**src/rtl/sixstep_pkg.sv**
```systemverilog
package sixstep_pkg;

    localparam int unsigned NUM_LEGS  = 3;
    localparam int unsigned NUM_STEPS = 6;
    localparam int unsigned IDX_W     = $clog2(NUM_STEPS);

    typedef logic [NUM_LEGS-1:0] leg_vec_t;
    typedef logic [IDX_W-1:0]    step_idx_t;

    // Pattern per position: bit2 = leg A, bit1 = leg B, bit0 = leg C.
    function automatic leg_vec_t step_pattern(input step_idx_t idx);
        leg_vec_t p;
        case (idx)
            3'd0:    p = 3'b100;
            3'd1:    p = 3'b110;
            3'd2:    p = 3'b010;
            3'd3:    p = 3'b011;
            3'd4:    p = 3'b001;
            3'd5:    p = 3'b101;
            default: p = 3'b100;
        endcase
        return p;
    endfunction

endpackage

```
**src/rtl/sixstep_index_ctr.sv**
```systemverilog
module sixstep_index_ctr
    import sixstep_pkg::*;
#(
    parameter int unsigned STEPS = NUM_STEPS
) (
    input  logic      clk,
    input  logic      rst_n,
    input  logic      enable,
    input  logic      step_tick,
    input  logic      reverse,
    output step_idx_t idx_o
);

    localparam step_idx_t LAST = step_idx_t'(STEPS - 1);

    typedef struct packed {
        step_idx_t idx;
    } ctr_state_t;

    ctr_state_t st_d, st_q;

    always_comb begin
        st_d = st_q;
        if (!enable) begin
            st_d.idx = '0;
        end else if (step_tick) begin
            if (reverse) begin
                st_d.idx = (st_q.idx == '0) ? LAST : st_q.idx - 1'b1;
            end else begin
                st_d.idx = (st_q.idx == LAST) ? '0 : st_q.idx + 1'b1;
            end
        end
    end

    always_ff @(posedge clk or negedge rst_n) begin
        if (!rst_n) begin
            st_q <= '0;
        end else begin
            st_q <= st_d;
        end
    end

    assign idx_o = st_q.idx;

    // position stays inside the six-entry cycle
    assert_index_bound_R3: assert property (@(posedge clk) disable iff (!rst_n)
        st_q.idx <= LAST);

    // a tick while disabled does not move the position away from the first one
    assert_tick_ignored_R8: assert property (@(posedge clk) disable iff (!rst_n)
        (!enable && step_tick) |=> (idx_o == '0));

endmodule

```
**src/rtl/sixstep_leg_driver.sv**
```systemverilog
module sixstep_leg_driver #(
    parameter int unsigned DT_W = 8
) (
    input  logic            clk,
    input  logic            rst_n,
    input  logic            enable,
    input  logic            leg,
    input  logic [DT_W-1:0] dead_time,
    output logic            gate_hi,
    output logic            gate_lo
);

    typedef struct packed {
        logic            armed;
        logic            last;
        logic [DT_W-1:0] wait_cnt;
    } drv_state_t;

    drv_state_t st_d, st_q;
    logic       settled;

    always_comb begin
        st_d = st_q;
        if (!enable) begin
            st_d.armed    = 1'b0;
            st_d.last     = 1'b0;
            st_d.wait_cnt = '0;
        end else if (!st_q.armed || (leg != st_q.last)) begin
            st_d.armed    = 1'b1;
            st_d.last     = leg;
            st_d.wait_cnt = dead_time;
        end else if (st_q.wait_cnt != '0) begin
            st_d.wait_cnt = st_q.wait_cnt - 1'b1;
        end
    end

    always_ff @(posedge clk or negedge rst_n) begin
        if (!rst_n) begin
            st_q <= '0;
        end else begin
            st_q <= st_d;
        end
    end

    // A gate is on only when the leg has held its value through the dead time.
    assign settled = enable && st_q.armed && (st_q.wait_cnt == '0);
    assign gate_hi = settled &&  st_q.last &&  leg;
    assign gate_lo = settled && !st_q.last && !leg;

    // complementary gates never overlap
    assert_no_overlap_R1: assert property (@(posedge clk) disable iff (!rst_n)
        !(gate_hi && gate_lo));

    // a leg change turns both gates off in the cycle it is seen
    assert_change_blanks_R7: assert property (@(posedge clk) disable iff (!rst_n)
        (enable && (leg != $past(leg))) |-> (!gate_hi && !gate_lo));

    // a turn-on is always preceded by a cycle with the opposite gate off
    assert_gap_before_hi_R7: assert property (@(posedge clk) disable iff (!rst_n)
        $rose(gate_hi) |-> $past(!gate_lo));

    assert_gap_before_lo_R7: assert property (@(posedge clk) disable iff (!rst_n)
        $rose(gate_lo) |-> $past(!gate_hi));

    // no gate while disabled
    assert_off_when_idle_R8: assert property (@(posedge clk) disable iff (!rst_n)
        !enable |-> (!gate_hi && !gate_lo));

endmodule

```
**src/rtl/sixstep_bridge_seq.sv**
```systemverilog
module sixstep_bridge_seq
    import sixstep_pkg::*;
#(
    parameter int unsigned DT_W = 8
) (
    input  logic                clk,
    input  logic                rst_n,
    input  logic                enable,
    input  logic                step_tick,
    input  logic                reverse,
    input  logic [DT_W-1:0]     dead_time,
    output logic [NUM_LEGS-1:0] leg_state,
    output logic [NUM_LEGS-1:0] gate_hi,
    output logic [NUM_LEGS-1:0] gate_lo
);

    step_idx_t pos;

    sixstep_index_ctr #(
        .STEPS(NUM_STEPS)
    ) u_index (
        .clk      (clk),
        .rst_n    (rst_n),
        .enable   (enable),
        .step_tick(step_tick),
        .reverse  (reverse),
        .idx_o    (pos)
    );

    assign leg_state = step_pattern(pos);

    for (genvar g = 0; g < NUM_LEGS; g++) begin : g_leg
        sixstep_leg_driver #(
            .DT_W(DT_W)
        ) u_drv (
            .clk      (clk),
            .rst_n    (rst_n),
            .enable   (enable),
            .leg      (leg_state[g]),
            .dead_time(dead_time),
            .gate_hi  (gate_hi[g]),
            .gate_lo  (gate_lo[g])
        );
    end

    // zero states never appear
    assert_no_zero_state_R2: assert property (@(posedge clk) disable iff (!rst_n)
        (leg_state != 3'b000) && (leg_state != 3'b111));

    // at most one leg moves between consecutive cycles while running
    assert_single_leg_R6: assert property (@(posedge clk) disable iff (!rst_n)
        (enable && $past(enable)) |-> ($countones(leg_state ^ $past(leg_state)) <= 1));

endmodule

```
**config.mk**
```make
export PLATFORM = sky130hd
export DESIGN_NAME = sixstep_bridge_seq
export DESIGN_NICKNAME = d
export VERILOG_FILES = /design/src/rtl/sixstep_pkg.sv /design/src/rtl/sixstep_index_ctr.sv /design/src/rtl/sixstep_leg_driver.sv /design/src/rtl/sixstep_bridge_seq.sv
export SDC_FILE = /design/constraint.sdc
export NUM_CORES = 1
export LEC_CHECK = 0
export ABC_AREA = 1
export ABC_CLOCK_PERIOD_IN_PS = 2000
export BUFFER_PORTS_ARGS = -buffer_cell sky130_fd_sc_hd__buf_2
export CAP_MARGIN = 15
export CORE_MARGIN = 2
export CORE_UTILIZATION = 25
export DETAILED_ROUTE_END_ITERATION = 6
export GPL_ROUTABILITY_DRIVEN = 0
export PLACE_DENSITY = 0.41
export SLEW_MARGIN = 20
export SYNTH_ARGS = -nofsm -noshare
export SYNTH_HDL_FRONTEND = slang
export SYNTH_SLANG_ARGS = --single-unit
```
**constraint.sdc**
```tcl
create_clock -name clk -period 2 [get_ports clk]
set_clock_uncertainty 0.05 [all_clocks]
set_input_delay 0.3 -clock clk [delete_from_list [all_inputs] [get_ports clk]]
set_output_delay 0.3 -clock clk [all_outputs]
set_load 0.1 [all_outputs]
```
Word level (Yosys, flattened, before mapping). Cells that the tools add are included.

Bits in registers: 33. Bits of input ports: 13. Logic and storage cells: 85. Output and inout bits: 9.

Add/sub/neg operators: 5. Reduce and logical (&&, ||, !) cells: 37. Mux-type cells: 18. Eq/ne operators: 15.

Operators by type and width (count): $mux 8 (6); $mux 10 (3); $logic_not 8->1 (3); $reduce_bool 8->1 (3); $sub 8x1->8 const B (3); $logic_and 1x1->1 (18); $mux 3 (5); $pmux 3 s5 (1); $logic_not 1->1 (9); $ne 3x1->1 const B (3); $ne 2x1->1 const B (4); $eq 3x2->1 const B (2); $eq 3x3->1 const B (2); $mux 2 (3); $add 3x1->3 const B (1); $eq 3x1->1 const B (1); $logic_not 3->1 (1); $logic_or 1x1->1 (3); $ne 1x1->1 (3); $sub 3x1->3 const B (1).

Depth between registers and ports, before layout.
Depth after elaboration: 6. Depth in mapped cells: 15. Gate-level depth less buffers: 14.

Cells and area by module. Synthesis repeated with hierarchy kept, for this count alone.

Cells, all modules: 364. Area total of the unflattened synthesis: 2610.0 um^2.

Modules (own cells, without submodules): sixstep_leg_driver (cells each 107, seq. area each 250.2 um^2, area each 790.8 um^2, times used 3); sixstep_index_ctr (cells each 33, seq. area each 75.1 um^2, area each 197.7 um^2, times used 1); sixstep_bridge_seq (cells each 10, seq. area each 0.0 um^2, area each 40.0 um^2, times used 1).

Worst setup path after synthesis. Ideal clock, no wire load.

Kind: reg2out. Start point: register u_index.st_q, in the netlist u_index.idx_o[0]. End point: output port gate_hi[2]. Buffers on the path: 1. Required time: 1.650 ns. Data arrival time: 1.557 ns. Path slack: 0.093 ns. Cell stages (with the launch flop): 12. Cell sequence: dfrtp_1 -> nand2_1 -> inv_1 -> ha_1 -> inv_1 -> nand2_2 -> inv_2 -> nand2_4 -> nand2_4 -> nand3_1 -> inv_1 -> buf_4.

Longest elaborated chain between the ends: 3. Elaborated cells between the ends (all ways): 7. Those cells by class: eq/ne: 5; mux: 1; reduce/logical: 1.

Ends and longest elaborated chain: from (decl) (RTL line sixstep_index_ctr.sv:20) `ctr_state_t st_d, st_q;`; from (signal assigned) (RTL line sixstep_index_ctr.sv:39) `st_q <= st_d;`; $eq 3x3->1, or another cell as far along (RTL line sixstep_pkg.sv:13) `case (idx)`; $pmux 3 s5 * (RTL line sixstep_pkg.sv:13); named net g_leg[2].u_drv.leg (RTL line sixstep_leg_driver.sv:7) `input logic leg,`; $logic_and 1x1->1 * (RTL line sixstep_leg_driver.sv:47) `assign gate_hi = settled && st_q.last && leg;`; to (decl) (RTL line sixstep_bridge_seq.sv:13) `output logic [NUM_LEGS-1:0] gate_hi,`.

The timed path passes the listed nets; every way through them passes the cells marked *.

Worst setup path after layout.
Start point: register g_leg[1].u_drv.st_q[1] in the netlist's numbering. End point: output port gate_lo[1].

Longest elaborated chain between the ends: 4.

Ends and longest elaborated chain: from (decl) (RTL line sixstep_leg_driver.sv:19) `drv_state_t st_d, st_q;`; from (signal assigned) (RTL line sixstep_leg_driver.sv:41) `st_q <= st_d;`; $logic_not 8->1 (RTL line sixstep_leg_driver.sv:46) `assign settled = enable && st_q.armed && (st_q.wait_cnt == '0);`; $logic_and 1x1->1 (RTL line sixstep_leg_driver.sv:46); $logic_and 1x1->1 (2 in a row) (RTL line sixstep_leg_driver.sv:48) `assign gate_lo = settled && !st_q.last && !leg;`; to (decl) (RTL line sixstep_bridge_seq.sv:14) `output logic [NUM_LEGS-1:0] gate_lo`.

No other way between the ends.

==> flow_summary.yaml <==
status:
  status: "finished, violations left"
  violations: "negative setup slack"
layout:
  fill_cells: 939
  areaGrowthSynthToFinish_pct: 35.0
  finalNonFillerCells: 467
  drive_gt1_share_pct: 33.1
  antenna_cells: 0
  final_nets: 378
  fin_util_pct: 34.8
global_routing:
  antenna_found_initial: 0
  track_usage_pct: 12.9
  grt.overflow.total: 0
  grt_pass1_wl_um: 9980
  grt_pass1_vias: 2111
  grt_max_degree: 21
routing:
  postRouteAntennaNets: 0
  post_drt_wl_per_cell_um: 12.6
  via_per_inst: 4.38
  vias: 2044
  firstDrtPassIters: 4
  drtIter0Drc: 52
  drc: 0
  wl_um: 5880
synthesis:
  muxShareOfSynthArea_pct: 0
  synth_top_family_by_area: "simple AND/OR/NAND/NOR gates"
  synth_seq_cells: 33
  synth_xor_area_share_pct: 5.04
  seq_area_frac_synth_pct: 36.5
  synthArstFlopShare_pct: 100
  synth-main-ff-cell: "dfrtp_1"
  synth_compound_area_share_pct: 7.48
  synth_area_per_cell_sq_um: 7.24
  synth_edf_count: 0
  ys_types: 28
  synth_fa_ha_area_share_pct: 3.88
  synthCells: 312
  synthSimpleGateAreaFrac_pct: 35.3
  ys_warn_count: 0
  synth_nets: 332
  syn_area_sq_um: 2260
placement:
  place_ws_ns: 0.0782
  dp.cells: 435
  detailed_place_hpwl_um: 4330
  port_buffers: 21
die:
  dieArea_sq_um: 9810
  rows: 34
  dieHeight_um: 99.1
  ios: 22
  start_util_pct: 25.8
  die_w_um: 99.1
  coreArea_sq_um: 8760
power_and_ir_drop:
  leakage_uw: 0.00148
  peakVddDrop_uv: 371
  cellPowerDensity_nw_per_um2: 774
clock_tree:
  clkLatencyLatePin_ns: 0.29
  h-tree-depth: 2
  cts-root-buf: "clkbuf_8"
  tritoncts: "done"
  numClockSinks: 33
  cts_buffers: 5
  path_clk_slew_ns: 0.08
  cts_max_path_buffers: 2
timing:
  rsz0062_at_grt: "yes"
  tightest_slew_ns: 0.502
  finalMaxSlewViolations: 0
  fin_crit_sh_pct: 100
  timing.fmax_mhz: 498
  setup_slack_ns: -0.00817
  hold_viol_final: 0
  period_needed_ns: 2.01
  max_slew_margin_pct: 66.6
  setup_viol: 2
worst_setup_path:
  critPathLaunchType: "register"
  startpoint: "g_leg[1].u_drv.st_q[1]$_DFFE_PN0P_"
  critPathKind: "reg -> out"
  regToRegSetupSlack_ns: 0.16
  critPathRequiredTime_ns: 1.65
  r2r-start: "u_index.idx_o[0]$_DFFE_PN0P_"
  crit_arrival_ns: 1.66
  crit_path_max_fanout: 3
  worstSetupEndpointType: "primary output"
flow_run:
  cap_viol_max_count: 0
min_path:
  min_from: "dead_time[3]"
  hold_class: "in -> reg"
-- report_power, final --
group          leakage (uW)  total (uW)  switching [uW]  internal [uW]
Combinational       0.00100         882             519            363
Clock             0.0000585         666             260            407
Sequential         0.000422         812            70.9            741
-- cells by family after synthesis --
logic type	count (synthesis)
and+or+nand+nor	172
buffers and inverters	57
DFF	33
AOI/OAI and AO/OA	30
xor gates and xnor gates	13
adders and majority gates	7
-- per-stage QoR --
stage | hold WS, ns | cell area (sq um) | power [uW] | setup TNS, ns
CTS | 0.201 | 2940 | 2340 | -0.135
global placement | 0.253 | 2600 | 1570 | 0
finish | 0.203 | 3050 | 2360 | -0.0121
floorplan | -0.0456 | 2260 | 1370 | 0
global route | 0.213 | 3050 | 2530 | -0.349
detailed placement | 0.257 | 2600 | 1560 | 0
-- layout by cell type, fill, tap and decap left out, drive strengths merged --
cell type    count
a21oi           13
and2             1
buf             54
bufinv           1
clkbuf           7
dfrtp           33
dlygate4sd3      1
ha               7
inv             41
nand2           78
nand3           23
nand4            6
nor2            55
nor3             7
o21ai           14
o22ai            1
o31ai            1
o32ai            1
or2              2
xnor2            7
xor2             6
-- path summary, 6_finish.rpt --
kind / endpoint / cells past startpoint
min: g_leg[1].u_drv.st_q[3]$_DFFE_PN0P_ / 3
max: gate_lo[1] / 7
min in group asynchronous: g_leg[1].u_drv.st_q[0]$_DFFE_PN0P_ / 2
max in group asynchronous: g_leg[0].u_drv.st_q[4]$_DFFE_PN0P_ / 3
min reg2reg: g_leg[1].u_drv.st_q[0]$_DFFE_PN0P_ / 3
max reg2reg: g_leg[2].u_drv.st_q[5]$_DFFE_PN0P_ / 15
-- state kept, by name (all words and copies together) (netlist names) --
register	count
u_index.idx_o	3
g_leg.u_drv.st_q	30
-- final cells by class --
class                   count  area, sq um  area share, %
multi-input cells         222         1320           43.1
flip-flops and latches     33          826           27.1
repair buffers             55          498           16.3
inverters                  41          161           5.29
well taps                 108          135           4.43
clock buffers               7         86.3           2.83
clock inverters             1         30.0          0.984
-- cell usage after synthesis, types with 2 or more instances --
library cell | count | area share (%)
nand4_1 | 6 | 1.7
xnor2_1 | 7 | 2.7
nor3_1 | 7 | 1.6
inv_2 | 8 | 1.3
buf_2 | 2 | 0.44
or2_2 | 2 | 0.55
buf_4 | 9 | 3.0
a21oi_1 | 12 | 2.7
dfrtp_1 | 33 | 37
clkbuf_1 | 3 | 0.50
ha_1 | 7 | 3.9
o21ai_0 | 14 | 3.1
buf_6 | 2 | 1.0
inv_1 | 33 | 5.5
nand2_4 | 7 | 3.5
nand3_1 | 21 | 4.7
nand2_2 | 6 | 1.7
nor2_1 | 54 | 9.0
nand2_1 | 65 | 11
xor2_1 | 6 | 2.3
-- critical path, stage by stage, from the launching register on --
cell     delay [ns]
dfrtp_1        0.40
inv_2          0.09
ha_4           0.13
nand2_2        0.05
nor3_2         0.10
nand4_1        0.20
nor2_2         0.20
buf_12         0.19
-- timing repair --
| action | in CTS | in global routing |
|---|---|---|
| endpoints found under the hold margin | 18 | 0 |
| setup endpoints to repair | 7 | 14 |
| setup buffers | 18 | 5 |
| resized for setup | 27 | 18 |
| pin swaps | 15 | 9 |
| hold buffers | 1 | 0 |
-- per-layer routing --
layer / up-vias / share of wire, % / global-route usage, %
met3: 5 / 3.2 / 2.91
li1: 1061 / - / -
met2: 24 / 48 / 21.0
met1: 954 / 48 / 17.0
met5: - / 0 / 0
met4: 0 / 1.0 / 3.79
(Power assumes the default switching activity.)
